[src/rtl/tlbr_pkg.sv]
package tlbr_pkg;
  typedef enum logic {
    RD_IDLE = 1'b0,
    RD_RUN  = 1'b1
  } rd_state_e;
endpackage

[src/rtl/tlbr_rst_sync.sv]
module tlbr_rst_sync (
  input  logic clk,
  input  logic rst_n,
  output logic rst_s_n
);
  logic [1:0] sync_q;

  always_ff @(posedge clk or negedge rst_n) begin
    if (!rst_n) sync_q <= 2'b00;
    else        sync_q <= {sync_q[0], 1'b1};
  end

  assign rst_s_n = sync_q[1];
endmodule

[src/rtl/tlbr_lcg.sv]
module tlbr_lcg #(
  parameter int          SEED_W   = 32,
  parameter int unsigned SEED_MUL = 314159,
  parameter int unsigned SEED_INC = 1
) (
  input  logic              clk,
  input  logic              rst_n,
  input  logic              step_i,
  output logic [SEED_W-1:0] seed_o,
  output logic [SEED_W-1:0] seed_nx_o
);
  localparam logic [SEED_W-1:0] MUL_V = SEED_W'(SEED_MUL);
  localparam logic [SEED_W-1:0] INC_V = SEED_W'(SEED_INC);

  logic [SEED_W-1:0] seed_q, seed_d, seed_adv;

  // wrapping multiply-add, truncated to the state width
  always_comb begin
    seed_adv = seed_q * MUL_V + INC_V;
    seed_d   = step_i ? seed_adv : seed_q;
  end

  always_ff @(posedge clk or negedge rst_n) begin
    if (!rst_n)      seed_q <= '0;
    else if (step_i) seed_q <= seed_d;
  end

  assign seed_o    = seed_q;
  assign seed_nx_o = seed_adv;
endmodule

[src/rtl/tlbr_remdiv.sv]
module tlbr_remdiv
  import tlbr_pkg::*;
#(
  parameter int NUM_W = 16,
  parameter int DEN_W = 5
) (
  input  logic             clk,
  input  logic             rst_n,
  input  logic             load_i,
  input  logic [NUM_W-1:0] num_i,
  input  logic [DEN_W-1:0] den_i,
  output logic             busy_o,
  output logic             done_o,
  output logic [DEN_W-1:0] rem_o
);
  localparam int CNT_W = $clog2(NUM_W + 1);
  localparam logic [CNT_W-1:0] LAST_C = CNT_W'(NUM_W - 1);

  rd_state_e        st_q, st_d;
  logic [NUM_W-1:0] num_q, num_d;
  logic [DEN_W-1:0] den_q, den_d;
  logic [DEN_W-1:0] rem_q, rem_d, rem_step;
  logic [CNT_W-1:0] cnt_q, cnt_d;
  logic [DEN_W:0]   trial;
  logic             fits, last;

  // one restoring step: bring in the next dividend bit, subtract if it fits
  always_comb begin
    trial    = {rem_q, num_q[NUM_W-1]};
    fits     = trial >= {1'b0, den_q};
    rem_step = fits ? DEN_W'(trial - {1'b0, den_q}) : trial[DEN_W-1:0];
    last     = (st_q == RD_RUN) && (cnt_q == LAST_C);
  end

  always_comb begin
    st_d  = st_q;
    num_d = num_q;
    den_d = den_q;
    rem_d = rem_q;
    cnt_d = cnt_q;
    unique case (st_q)
      RD_IDLE: if (load_i) begin
        st_d  = RD_RUN;
        num_d = num_i;
        den_d = den_i;
        rem_d = '0;
        cnt_d = '0;
      end
      RD_RUN: begin
        num_d = {num_q[NUM_W-2:0], 1'b0};
        rem_d = rem_step;
        cnt_d = cnt_q + 1'b1;
        if (last) st_d = RD_IDLE;
      end
      default: st_d = RD_IDLE;
    endcase
  end

  always_ff @(posedge clk or negedge rst_n) begin
    if (!rst_n) begin
      st_q  <= RD_IDLE;
      num_q <= '0;
      den_q <= '0;
      rem_q <= '0;
      cnt_q <= '0;
    end else begin
      st_q  <= st_d;
      num_q <= num_d;
      den_q <= den_d;
      rem_q <= rem_d;
      cnt_q <= cnt_d;
    end
  end

  assign busy_o = (st_q == RD_RUN);
  assign done_o = last;
  assign rem_o  = rem_step;
endmodule

[src/rtl/tlb_rand_idx.sv]
module tlb_rand_idx #(
  parameter int          N_ENTRIES  = 16,
  parameter int          WIRED_W    = 4,
  parameter int          SEED_W     = 32,
  parameter int unsigned SEED_MUL   = 314159,
  parameter int unsigned SEED_INC   = 1,
  parameter int          SEED_SHIFT = 16,
  localparam int         IDX_W      = $clog2(N_ENTRIES)
) (
  input  logic               clk,
  input  logic               rst_n,
  input  logic               req_i,
  input  logic [WIRED_W-1:0] wired_i,
  output logic [IDX_W-1:0]   idx_o,
  output logic               valid_o,
  output logic               busy_o
);
  localparam int NUM_W = SEED_W - SEED_SHIFT;
  localparam int DEN_W = IDX_W + 1;
  localparam int CMP_W = ((WIRED_W > DEN_W) ? WIRED_W : DEN_W) + 1;
  localparam logic [IDX_W-1:0] TOP_IDX = IDX_W'(N_ENTRIES - 1);

  logic               rst_s_n;
  logic               accept, done, over_floor;
  logic [SEED_W-1:0]  seed_cur, seed_nx;
  logic [DEN_W-1:0]   den, rem;
  logic [WIRED_W-1:0] wired_q, wired_d;
  logic               clamp_q, clamp_d;
  logic [IDX_W-1:0]   idx_q, idx_d, result;
  logic               valid_q, valid_d;
  logic [CMP_W-1:0]   sum;

  tlbr_rst_sync u_rst (
    .clk     (clk),
    .rst_n   (rst_n),
    .rst_s_n (rst_s_n)
  );

  // the clamp path exists only when the wired input can reach the slot count
  if (2 ** WIRED_W > N_ENTRIES) begin : g_clamp
    assign over_floor = CMP_W'(wired_i) >= CMP_W'(N_ENTRIES);
  end else begin : g_noclamp
    assign over_floor = 1'b0;
  end

  assign accept = req_i & ~busy_o;
  assign den    = over_floor ? DEN_W'(1)
                             : DEN_W'(CMP_W'(N_ENTRIES) - CMP_W'(wired_i));

  tlbr_lcg #(
    .SEED_W   (SEED_W),
    .SEED_MUL (SEED_MUL),
    .SEED_INC (SEED_INC)
  ) u_lcg (
    .clk       (clk),
    .rst_n     (rst_s_n),
    .step_i    (accept),
    .seed_o    (seed_cur),
    .seed_nx_o (seed_nx)
  );

  tlbr_remdiv #(
    .NUM_W (NUM_W),
    .DEN_W (DEN_W)
  ) u_div (
    .clk    (clk),
    .rst_n  (rst_s_n),
    .load_i (accept),
    .num_i  (seed_nx[SEED_W-1:SEED_SHIFT]),
    .den_i  (den),
    .busy_o (busy_o),
    .done_o (done),
    .rem_o  (rem)
  );

  always_comb begin
    sum     = CMP_W'(rem) + CMP_W'(wired_q);
    result  = clamp_q ? TOP_IDX : IDX_W'(sum);
    wired_d = accept ? wired_i : wired_q;
    clamp_d = accept ? over_floor : clamp_q;
    idx_d   = done ? result : idx_q;
    valid_d = done;
  end

  always_ff @(posedge clk or negedge rst_s_n) begin
    if (!rst_s_n) begin
      wired_q <= '0;
      clamp_q <= 1'b0;
    end else if (accept) begin
      wired_q <= wired_d;
      clamp_q <= clamp_d;
    end
  end

  always_ff @(posedge clk or negedge rst_s_n) begin
    if (!rst_s_n)  idx_q <= '0;
    else if (done) idx_q <= idx_d;
  end

  always_ff @(posedge clk or negedge rst_s_n) begin
    if (!rst_s_n) valid_q <= 1'b0;
    else          valid_q <= valid_d;
  end

  assign idx_o   = idx_q;
  assign valid_o = valid_q;
endmodule

[config.mk]
export PLATFORM = sky130hd
export DESIGN_NAME = tlb_rand_idx
export DESIGN_NICKNAME = d
export VERILOG_FILES = /design/src/rtl/tlbr_pkg.sv /design/src/rtl/tlbr_rst_sync.sv /design/src/rtl/tlbr_lcg.sv /design/src/rtl/tlbr_remdiv.sv /design/src/rtl/tlb_rand_idx.sv
export SDC_FILE = /design/constraint.sdc
export NUM_CORES = 1
export LEC_CHECK = 0
export ABC_AREA = 1
export BUFFER_PORTS_ARGS = -buffer_cell sky130_fd_sc_hd__buf_4
export CAP_MARGIN = 20
export CORE_MARGIN = 2
export CORE_UTILIZATION = 65
export DETAILED_ROUTE_END_ITERATION = 16
export PLACE_DENSITY_LB_ADDON = 0.2
export SLEW_MARGIN = 15
export SYNTH_ARGS = -nofsm -noshare
export SYNTH_HDL_FRONTEND = slang
export SYNTH_SLANG_ARGS = --single-unit
[constraint.sdc]
create_clock -name clk -period 5.1 [get_ports clk]
set_input_delay 0.255 -clock clk [delete_from_list [all_inputs] [get_ports clk]]
set_output_delay 0.255 -clock clk [all_outputs]
set_load 0.02 [all_outputs]
==> results of run 1 <==
==> sequential cells by signal, summed over array words and instances, names as in the netlist <==
name,cells
u_div.busy_o,1
u_lcg.seed_o,32
valid_o,1
u_div.rem_q,5
u_rst.sync_q,2
u_div.num_q,16
u_div.cnt_q,5
idx_o,4
wired_q,3
u_div.den_q,5
==> cell usage after synthesis <==
cell type,number
nor2_2,8
a21boi_0,1
o31ai_1,2
nand4_1,13
or2_1,1
o21ai_2,4
nand2_2,7
nand3_2,3
buf_2,4
o22ai_1,1
a21oi_1,37
inv_1,452
o21bai_4,1
o21bai_1,3
o21a_1,3
nand2_1,231
inv_2,2
a21boi_2,1
dfrtp_1,74
a21boi_4,1
and3_1,1
o21ai_1,13
nor3_1,5
clkbuf_1,8
nor3_2,1
buf_1,1
xnor2_1,13
a31oi_1,2
a21oi_2,5
ha_1,156
nor2_1,60
nand3_1,48
a22o_1,4
a21o_1,2
o21ai_0,56
nand3b_1,5
xor2_1,7
a22oi_1,8
fa_1,184
conb_1,1
==> what timing repair did <==
action | 4_1_cts | 5_1_grt
endpoints found under the setup margin | 34 | 37
setup buffers | 7 | 19
pin swaps | 37 | 62
resized for setup | 107 | 142
hold buffers | 1 | 0
endpoints found under the hold margin | 2 | 0
==> per-stage QoR <==
step	setup WS (ns)	cells	TNS, ns
detailed placement	-0.317	1792	-5.55
global route	-0.269	1835	-6.70
finish	-0.152	1835	-1.25
global placement	-0.264	1792	-3.38
CTS	-0.116	1816	-1.40
floorplan	0.204	1429	0
==> placed cells by master (no fill, tap or decap), types with 11 or more instances in the layout <==
cell,Yosys,routed
fa_1,184,180
nor2_4,0,16
nand2_4,0,11
o21ai_0,56,42
inv_1,452,408
nand2_1,231,203
dfrtp_1,74,64
nand3_2,3,15
o21ai_1,13,17
nand2_2,7,23
buf_4,0,159
nor2_2,8,14
xnor2_1,13,13
o21ai_2,4,12
nand3_1,48,36
nand4_1,13,13
ha_1,156,136
nor2_1,60,38
a21oi_1,37,17
a21oi_2,5,21
buf_6,0,13
ha_4,0,18
inv_2,2,40
==> area by class of cell <==
type                       count  area [sq um]
inverter                     454          1720
fill                        1085          3320
tap                          229           287
clock buffer                  10           239
sequential                    74          1860
timing repair buffer         174          1370
multi-input combinational    888          9090
clock inverter                 6          72.6
==> path summary, 6_finish.rpt <==
kind                       slack, ns               end       startpoint
setup / recovery               -0.15  u_lcg.seed_o[16]  u_lcg.seed_o[6]
hold / removal                  0.10    u_div.den_q[4]       wired_i[3]
hold reg to reg                 0.35   u_rst.sync_q[1]  u_rst.sync_q[0]
min in group asynchronous       0.22   u_rst.sync_q[0]            rst_n
max in group asynchronous       3.91  u_lcg.seed_o[19]  u_rst.sync_q[1]
setup reg to reg               -0.15  u_lcg.seed_o[16]  u_lcg.seed_o[6]
==> worst max-delay path: cells and delay by family, from the launching register on <==
family / cells / cell delay [ns]
compound gates: 1 / 0.12
xor+xnor: 1 / 0.23
fa+ha+maj: 7 / 3.05
buf+inv: 9 / 0.66
flops: 1 / 0.51
simple gates: 6 / 0.58
==> metal layers <==
layer / wire length, um / part of all wire / track usage / up-vias
li1: - / - / - / 4603
met1: 12800 / 0.38 / 0.449 / 4986
met2: 16700 / 0.49 / 0.587 / 456
met3: 2290 / 0.068 / 0.0358 / 158
met4: 2080 / 0.061 / 0.147 / 0
met5: 0 / 0 / 0 / -
==> kinds of logic (layout without fill, tap and decap cells) <==
group                    count (synthesis)  after routing  share of synthesized area
buffers and inverters                  467            644                      0.148
XOR/XNOR                                20             20                     0.0147
adder cells (fa/ha/maj)                340            340                      0.474
AND/OR/NAND/NOR                        383            383                      0.136
AO/OA/AOI/OAI                          144            144                     0.0718
flip-flops                              74             74                      0.156
other                                    1              1                   0.000315
==> flow_metrics.env, run 1 <==
export IMPL_dieArea_sq_um=19400
export IMPL_synth_area_leaders="fa_1, ha_1, dfrtp_1"
export IMPL_worst_pin_slew_ns=0.974
export IMPL_cp_start_kind="register"
export IMPL_nNetsFinal=1948
export IMPL_clk_latency_ns=0.36
export IMPL_htreeDepth=3
export IMPL_grt_setup_unrepaired="true"
export IMPL_hold_viol_final=0
export IMPL_grt_first_pass_wirelength_um=52200
export IMPL_setup_slack_ns=-0.152
export IMPL_r2r_cells=24
export IMPL_initial_core_util=0.663
export IMPL_violations="setup timing"
export IMPL_cts_root_buffer="clkbuf_16"
export IMPL_core_area_sq_um=18000
export IMPL_relSlewSlack=0.351
export IMPL_dp_final_hpwl_um=25900
export IMPL_drt_total_wl_um=33900
export IMPL_via_per_inst=5.56
export IMPL_hold_slack_ns=0.104
export IMPL_worstPathCellList="ha_1, inv_1, fa_1, inv_1, ha_1, inv_1, fa_1, inv_1, fa_1, inv_1, fa_1, inv_1, ha_4, nand2_4, inv_2, nand2_2, buf_6, inv_2, nand2_1, nor2_1, nor2_1, xnor2_1, nand2_2, o21ai_1"
export IMPL_setup_viol=28
export IMPL_crit_top_cell="inv_1"
export IMPL_dieHeight_um=139
export IMPL_io_pins=13
export IMPL_yosysTopAreaCell="fa_1"
export IMPL_final_core_util=0.815
export IMPL_synth_cells=1429
export IMPL_drtAntennaViolNets=0
export IMPL_port_buffers=12
export IMPL_synth_area_sq_um=11900
export IMPL_max_stage_delay_ns=0.55
export IMPL_drive_above_1_share=0.248
export IMPL_cts_buffers=9
export IMPL_slowest_stage="fa_1"
export IMPL_syn_avg_cell_area_sq_um=8.33
export IMPL_drt_initial_drc_count=772
export IMPL_gp_congestion=0.967
export IMPL_place_area_sq_um=13200
export IMPL_numClockSinks=74
export IMPL_area_growth_synth_to_final_pct=23.0
export IMPL_fin_area_sq_um=14600
export IMPL_cp_required_ns=5.37
export IMPL_end_kind="register"
export IMPL_rows=49
export IMPL_diodes=0
export IMPL_finalClockSkew_ns=0.0121
export IMPL_critPathMaxFanout=6
export IMPL_synth_nets=1776
export IMPL_grt_max_degree=73
export IMPL_die_w_um=139
export IMPL_clk_pin_slew_ns=0.07
export IMPL_synth_top_area_frac=0.310
export IMPL_grt_overflow_total=0
export IMPL_synth_seq_cells=74
export IMPL_crit_type="reg2reg"
export IMPL_hold_class="in2reg"
export IMPL_firstDrtPassIters=6
export IMPL_min_path_cells=2
export IMPL_yosysWarnings=0
export IMPL_status="finished with violations"
export IMPL_synth_seq_area_share=0.156
export IMPL_cts_tree="done"
export IMPL_detail_route_wl_per_cell_um=18.5
export IMPL_grt_pass1_vias=10502
export IMPL_arrival_ns=5.52
export IMPL_ys_types=40
export IMPL_maxCapViolCount=0
export IMPL_timing_fmax_ghz=0.190
export IMPL_fin_crit_ns=5.25
export IMPL_via_count=10203
export IMPL_drcViolationCount=0
export IMPL_grtUsageTotal=0.344
export IMPL_clk_path_buf_depth=2
export IMPL_fin_crit_sh=1.03
export IMPL_antenna_found_initial=0
export IMPL_slew_viol_final=0
Power of run 1 is left out: the tool's default activity adds up to more than one toggle a clock period on the data nets, which glitch-free logic cannot reach.
==> run 2: changes to the inputs <==
--- a/config.mk
+++ b/config.mk
@@ -8,6 +8,7 @@
 export ABC_AREA = 1
 export BUFFER_PORTS_ARGS = -buffer_cell sky130_fd_sc_hd__buf_4
 export CAP_MARGIN = 20
+export CORE_ASPECT_RATIO = 0.75
 export CORE_MARGIN = 2
 export CORE_UTILIZATION = 65
 export DETAILED_ROUTE_END_ITERATION = 16
==> run 2 against run 1 <==
  * The flow still finishes with violations (setup timing)
  * Global-route usage rose by 2.0 points
  * Wire length grew 22%
  * Utilization increased by 3.6 points
  * Non-clock buffer count grew 10
  * Via count up 8.6%
  * Register-to-register slack worse by 0.15 ns
  * Cell count grew 1.3%
  * Clock-buffer cell count is the same
  * Die area about the same
  * Critical path type unchanged
==> flow_metrics.env, run 2 (synthesized netlist as in run 1, its figures left out) <==
export IMPL_relSlewSlack=0.329
export IMPL_ff2ff_setup_slack_ns=-0.30
export IMPL_worst_r2r_endpoint="u_lcg.seed_o[27]"
export IMPL_grt_setup_unrepaired="true"
export IMPL_rows=42
export IMPL_drive_above_1_share=0.290
export IMPL_largest_reg_flops=32
export IMPL_hold_viol_final=0
export IMPL_clk_pin_slew_ns=0.07
export IMPL_port_buffers=12
export IMPL_slowest_stage="fa_1"
export IMPL_holdPathEnd="u_div.den_q[4]"
export IMPL_r2r_cells=24
export IMPL_diodes=0
export IMPL_layout_commonest_cell="inv_1"
export IMPL_rr_startpoint="u_lcg.seed_o[12]"
export IMPL_htreeDepth=3
export IMPL_dieHeight_um=121
export IMPL_core_area_sq_um=17800
export IMPL_grt_overflow_total=0
export IMPL_cts_root_buffer="clkbuf_16"
export IMPL_violations="setup timing"
export IMPL_maxCapViolCount=0
export IMPL_drt_total_wl_um=41200
export IMPL_nNetsFinal=1958
export IMPL_cp_start_kind="register"
export IMPL_via_count=11082
export IMPL_cts_tree="done"
export IMPL_fin_crit_ns=5.40
export IMPL_hold_class="in2reg"
export IMPL_hp_start="wired_i[3]"
export IMPL_io_pins=13
export IMPL_clk_latency_ns=0.35
export IMPL_arrival_ns=5.63
export IMPL_final_core_util=0.851
export IMPL_timing_fmax_ghz=0.185
export IMPL_initial_core_util=0.668
export IMPL_drtAntennaViolNets=0
export IMPL_setup_slack_ns=-0.299
export IMPL_die_w_um=160
export IMPL_end_kind="register"
export IMPL_crit_type="reg2reg"
export IMPL_clk_path_buf_depth=2
export IMPL_grtUsageTotal=0.363
export IMPL_critPathMaxFanout=5
export IMPL_status="finished with violations"
export IMPL_slew_viol_final=0
export IMPL_numClockSinks=74
export IMPL_cts_buffers=9
export IMPL_antenna_found_initial=2
export IMPL_final_cell_mix="inv_1, nand2_1, fa_1"
export IMPL_min_path_cells=2
export IMPL_grt_pass1_vias=10351
export IMPL_worst_pin_slew_ns=1.01
export IMPL_dieArea_sq_um=19400
export IMPL_via_per_inst=5.96
export IMPL_finalClockSkew_ns=0.0141
export IMPL_drcViolationCount=0
export IMPL_fillers=878
export IMPL_crit_top_cell="fa_1"
export IMPL_max_stage_delay_ns=0.69
export IMPL_dp_final_hpwl_um=26600
export IMPL_gp_congestion=0.982
export IMPL_drt_initial_drc_count=1233
export IMPL_setup_viol=37
export IMPL_fin_crit_sh=1.06
export IMPL_area_growth_synth_to_final_pct=27.4
export IMPL_detail_route_wl_per_cell_um=22.2
export IMPL_firstDrtPassIters=8
export IMPL_worstPathCellList="inv_4, fa_1, inv_1, ha_1, inv_1, fa_1, inv_2, fa_1, fa_1, inv_2, fa_1, inv_2, ha_4, buf_6, nand2_4, nor2_4, inv_2, buf_4, o21ai_1, nand2_1, nand3_1, nand2_1, nand3_2, nand2_1"
export IMPL_cp_required_ns=5.33
export IMPL_grt_first_pass_wirelength_um=53400
export IMPL_grt_max_degree=73
-- run 2: what timing repair did --
action,in CTS,in global routing
hold buffers,1,0
setup buffers,7,25
gates resized for setup,82,271
setup endpoints to repair,35,36
hold endpoints to repair,2,0
pin swaps,26,103
-- run 2: worst max-delay path: cells and delay by family (launching register included) --
family / cells / cell delay (ns)
AOI/OAI and AO/OA: 1 / 0.15
adders and majority gates: 7 / 3.33
buffers and inverters: 9 / 0.66
DFF: 1 / 0.43
and+or+nand+nor: 7 / 0.67
-- run 2: final cells by class --
cell class	count	area, sq um	share of cell area
Clock buffer	10	229	0.0151
Clock inverter	6	91.3	0.00603
Inverter	454	1740	0.115
Multi-Input combinational cell	888	9480	0.625
Sequential cell	74	1860	0.123
Tap cell	242	303	0.0200
Timing Repair Buffer	184	1450	0.0958
-- run 2: stage by stage --
step	hold WS [ns]	setup slack [ns]	std cells	instance area, sq um	setup TNS [ns]
final	0.120	-0.299	1858	15200	-6.21
after detailed placement	0.0388	-0.382	1810	13300	-6.33
after global placement	0.0384	-0.333	1810	13300	-4.84
after global routing	0.161	-0.411	1858	15200	-9.13
after CTS	0.117	-0.0269	1834	14000	-0.0764
after floorplan	-0.0406	0.204	1429	11900	0
-- run 2: routing by layer --
metal,GRT usage,routed length [um],up-vias
met5,0,0,-
met4,0.110,3270,0
met3,0.0981,4940,325
met2,0.568,17900,885
met1,0.502,15100,5260
li1,-,-,4612
-- run 2: worst max-delay path by stage --
| stage | startpoint | end | cells after the start |
|---|---|---|---|
| 4_1_cts | u_lcg.seed_o[9] | u_div.num_q[13] | 21 |
| 3_3_place_gp | u_lcg.seed_o[11] | u_div.num_q[15] | 23 |
| 2_1_floorplan | u_lcg.seed_o[11] | u_div.num_q[15] | 23 |
| 5_1_grt | u_lcg.seed_o[10] | u_div.num_q[9] | 22 |
| 3_5_place_dp | u_lcg.seed_o[11] | u_div.num_q[15] | 23 |
| 6_report | u_lcg.seed_o[12] | u_lcg.seed_o[27] | 24 |
Power of run 2 is left out for the same reason.
==> run 3: changes to the inputs <==
--- a/config.mk
+++ b/config.mk
@@ -9,7 +9,6 @@
 export BUFFER_PORTS_ARGS = -buffer_cell sky130_fd_sc_hd__buf_4
 export CAP_MARGIN = 20
 export CORE_ASPECT_RATIO = 0.75
-export CORE_MARGIN = 2
 export CORE_UTILIZATION = 65
 export DETAILED_ROUTE_END_ITERATION = 16
 export PLACE_DENSITY_LB_ADDON = 0.2
==> constraint.sdc (replaced) <==
create_clock -name clk -period 5.6 [get_ports clk]
set_input_delay 0.28 -clock clk [delete_from_list [all_inputs] [get_ports clk]]
set_output_delay 0.28 -clock clk [all_outputs]
set_load 0.02 [all_outputs]
==> run 3 against run 2 <==
  * The run now ends clean
  * Die area decreased by 2.9%
  * Clock skew decreased by 0.0055 ns
  * First-iteration DRC count decreased by 43%
  * Register-to-register slack improved by 0.51 ns
  * Sequential share of layout area increased by 1.9 points
  * Via count decreased by 17%
  * Non-clock buffer count decreased by 109
  * Utilization decreased by 11 points
  * Global-route usage decreased by 1.3 points
==> flow_metrics.env, run 3 (synthesized netlist as in run 1, its figures left out) <==
export IMPL_core_area_sq_um=17800
export IMPL_die_w_um=158
export IMPL_nNetsFinal=1849
export IMPL_crit_type="reg2reg"
export IMPL_critPathMaxFanout=6
export IMPL_layout_cells_non_filler=1749
export IMPL_fin_crit_ns=5.39
export IMPL_hold_class="in2reg"
export IMPL_ff2ff_setup_slack_ns=0.21
export IMPL_drt_initial_drc_count=701
export IMPL_clk_path_buf_depth=2
export IMPL_dieHeight_um=119
export IMPL_cp_required_ns=5.82
export IMPL_largest_reg_flops=32
export IMPL_timing_fmax_ghz=0.186
export IMPL_dp_cells=1718
export IMPL_r2r_cells=22
export IMPL_clk_pin_slew_ns=0.07
export IMPL_dp_final_hpwl_um=25800
export IMPL_status="finished, final reports clean"
export IMPL_final_cell_mix="inv_1, nand2_1, fa_1"
export IMPL_end_kind="register"
export IMPL_rr_startpoint="u_lcg.seed_o[14]"
export IMPL_setup_viol=0
export IMPL_finalClockSkew_ns=0.00860
export IMPL_dieArea_sq_um=18900
export IMPL_cts_tree="done"
export IMPL_drcViolationCount=0
export IMPL_relSlewSlack=0.447
export IMPL_slew_viol_final=0
export IMPL_hold_viol_final=0
export IMPL_via_per_inst=5.28
export IMPL_cts_buffers=9
export IMPL_grtUsageTotal=0.351
export IMPL_firstDrtPassIters=7
export IMPL_dr_max_layer_used="met4"
export IMPL_via_count=9226
export IMPL_diodes=0
export IMPL_initial_core_util=0.670
export IMPL_io_pins=13
export IMPL_fin_crit_sh=0.963
export IMPL_holdPathEnd="u_div.den_q[4]"
export IMPL_drt_met1_wl_um=14000
export IMPL_drive_above_1_share=0.104
export IMPL_layout_commonest_cell="inv_1"
export IMPL_drt_total_wl_um=30100
export IMPL_drtAntennaViolNets=0
export IMPL_maxCapViolCount=0
export IMPL_hp_start="wired_i[3]"
export IMPL_gp_congestion=0.963
export IMPL_min_path_cells=2
export IMPL_numClockSinks=74
export IMPL_grt_first_pass_wirelength_um=48900
export IMPL_grt_max_degree=73
export IMPL_antenna_found_initial=0
export IMPL_grt_pass1_vias=9386
export IMPL_grt_overflow_total=0
export IMPL_cp_start_kind="register"
export IMPL_dr_wl_met3_um=2460
export IMPL_htreeDepth=3
export IMPL_worst_pin_slew_ns=0.830
export IMPL_clk_latency_ns=0.35
export IMPL_area_growth_synth_to_final_pct=10.5
export IMPL_arrival_ns=5.61
export IMPL_tns_ns=0
export IMPL_worst_r2r_endpoint="u_lcg.seed_o[22]"
export IMPL_port_buffers=12
export IMPL_cts_root_buffer="clkbuf_16"
export IMPL_dr_wl_met2_um=13300
export IMPL_rows=42
export IMPL_detail_route_wl_per_cell_um=17.2
## run 3: layout make-up
cell class,instances,area [sq um]
Clock buffer,10,239
Clock inverter,6,48.8
Fill cell,1400,4610
Inverter,454,1720
Multi-Input combinational cell,888,8390
Sequential cell,74,1860
Tap cell,242,303
Timing Repair Buffer,75,586
## run 3: worst max-delay path: stages, from the launching register on
cell and delay, ns:
dfrtp_1 0.39, clkinvlp_4 0.21, fa_1 0.58, inv_1 0.05, ha_1 0.28, inv_1 0.05
fa_1 0.47, inv_1 0.05, fa_1 0.48, fa_1 0.57, inv_1 0.06, fa_1 0.48
inv_1 0.05, ha_2 0.37, nand2_1 0.10, nor2_1 0.22, inv_1 0.11, nor2_2 0.17
nand4_1 0.09, nand3_1 0.15, a21oi_1 0.10, o21ai_2 0.13, o21ai_0 0.12
## run 3: stage by stage
step	hold slack, ns	setup WS, ns	util	instance area (sq um)
floorplan	-0.0156	0.704	-	11900
global placement	0.0631	0.119	0.710	12600
detailed placement	0.0662	0.134	0.710	12600
CTS	0.139	0.115	0.726	12900
global route	0.149	-0.00968	0.740	13200
finish	0.148	0.209	0.740	13200
## run 3: repair_timing
| action | CTS | global route |
|---|---|---|
| setup endpoints to repair | 0 | 30 |
| hold endpoints to repair | 2 | 0 |
| gates resized for setup | 0 | 38 |
| hold buffers | 1 | 0 |
| buffers inserted | 0 | 13 |
## run 3: worst max path at each step
| stage | startpoint | to | slack [ns] |
|---|---|---|---|
| after floorplan | u_lcg.seed_o[11] | u_div.num_q[15] | 0.70 |
| after global placement | u_lcg.seed_o[8] | u_lcg.seed_o[24] | 0.12 |
| after detailed placement | u_lcg.seed_o[17] | u_lcg.seed_o[24] | 0.13 |
| after CTS | u_lcg.seed_o[14] | u_lcg.seed_o[24] | 0.12 |
| after global routing | u_lcg.seed_o[20] | u_div.num_q[11] | -0.01 |
| final | u_lcg.seed_o[14] | u_lcg.seed_o[22] | 0.21 |
## run 3: routing by layer
metal,up-vias,GRT usage
met5,-,0
met4,0,0.0571
met3,23,0.0815
met2,313,0.525
met1,4489,0.526
li1,4401,-
Power of run 3 is left out for the same reason.
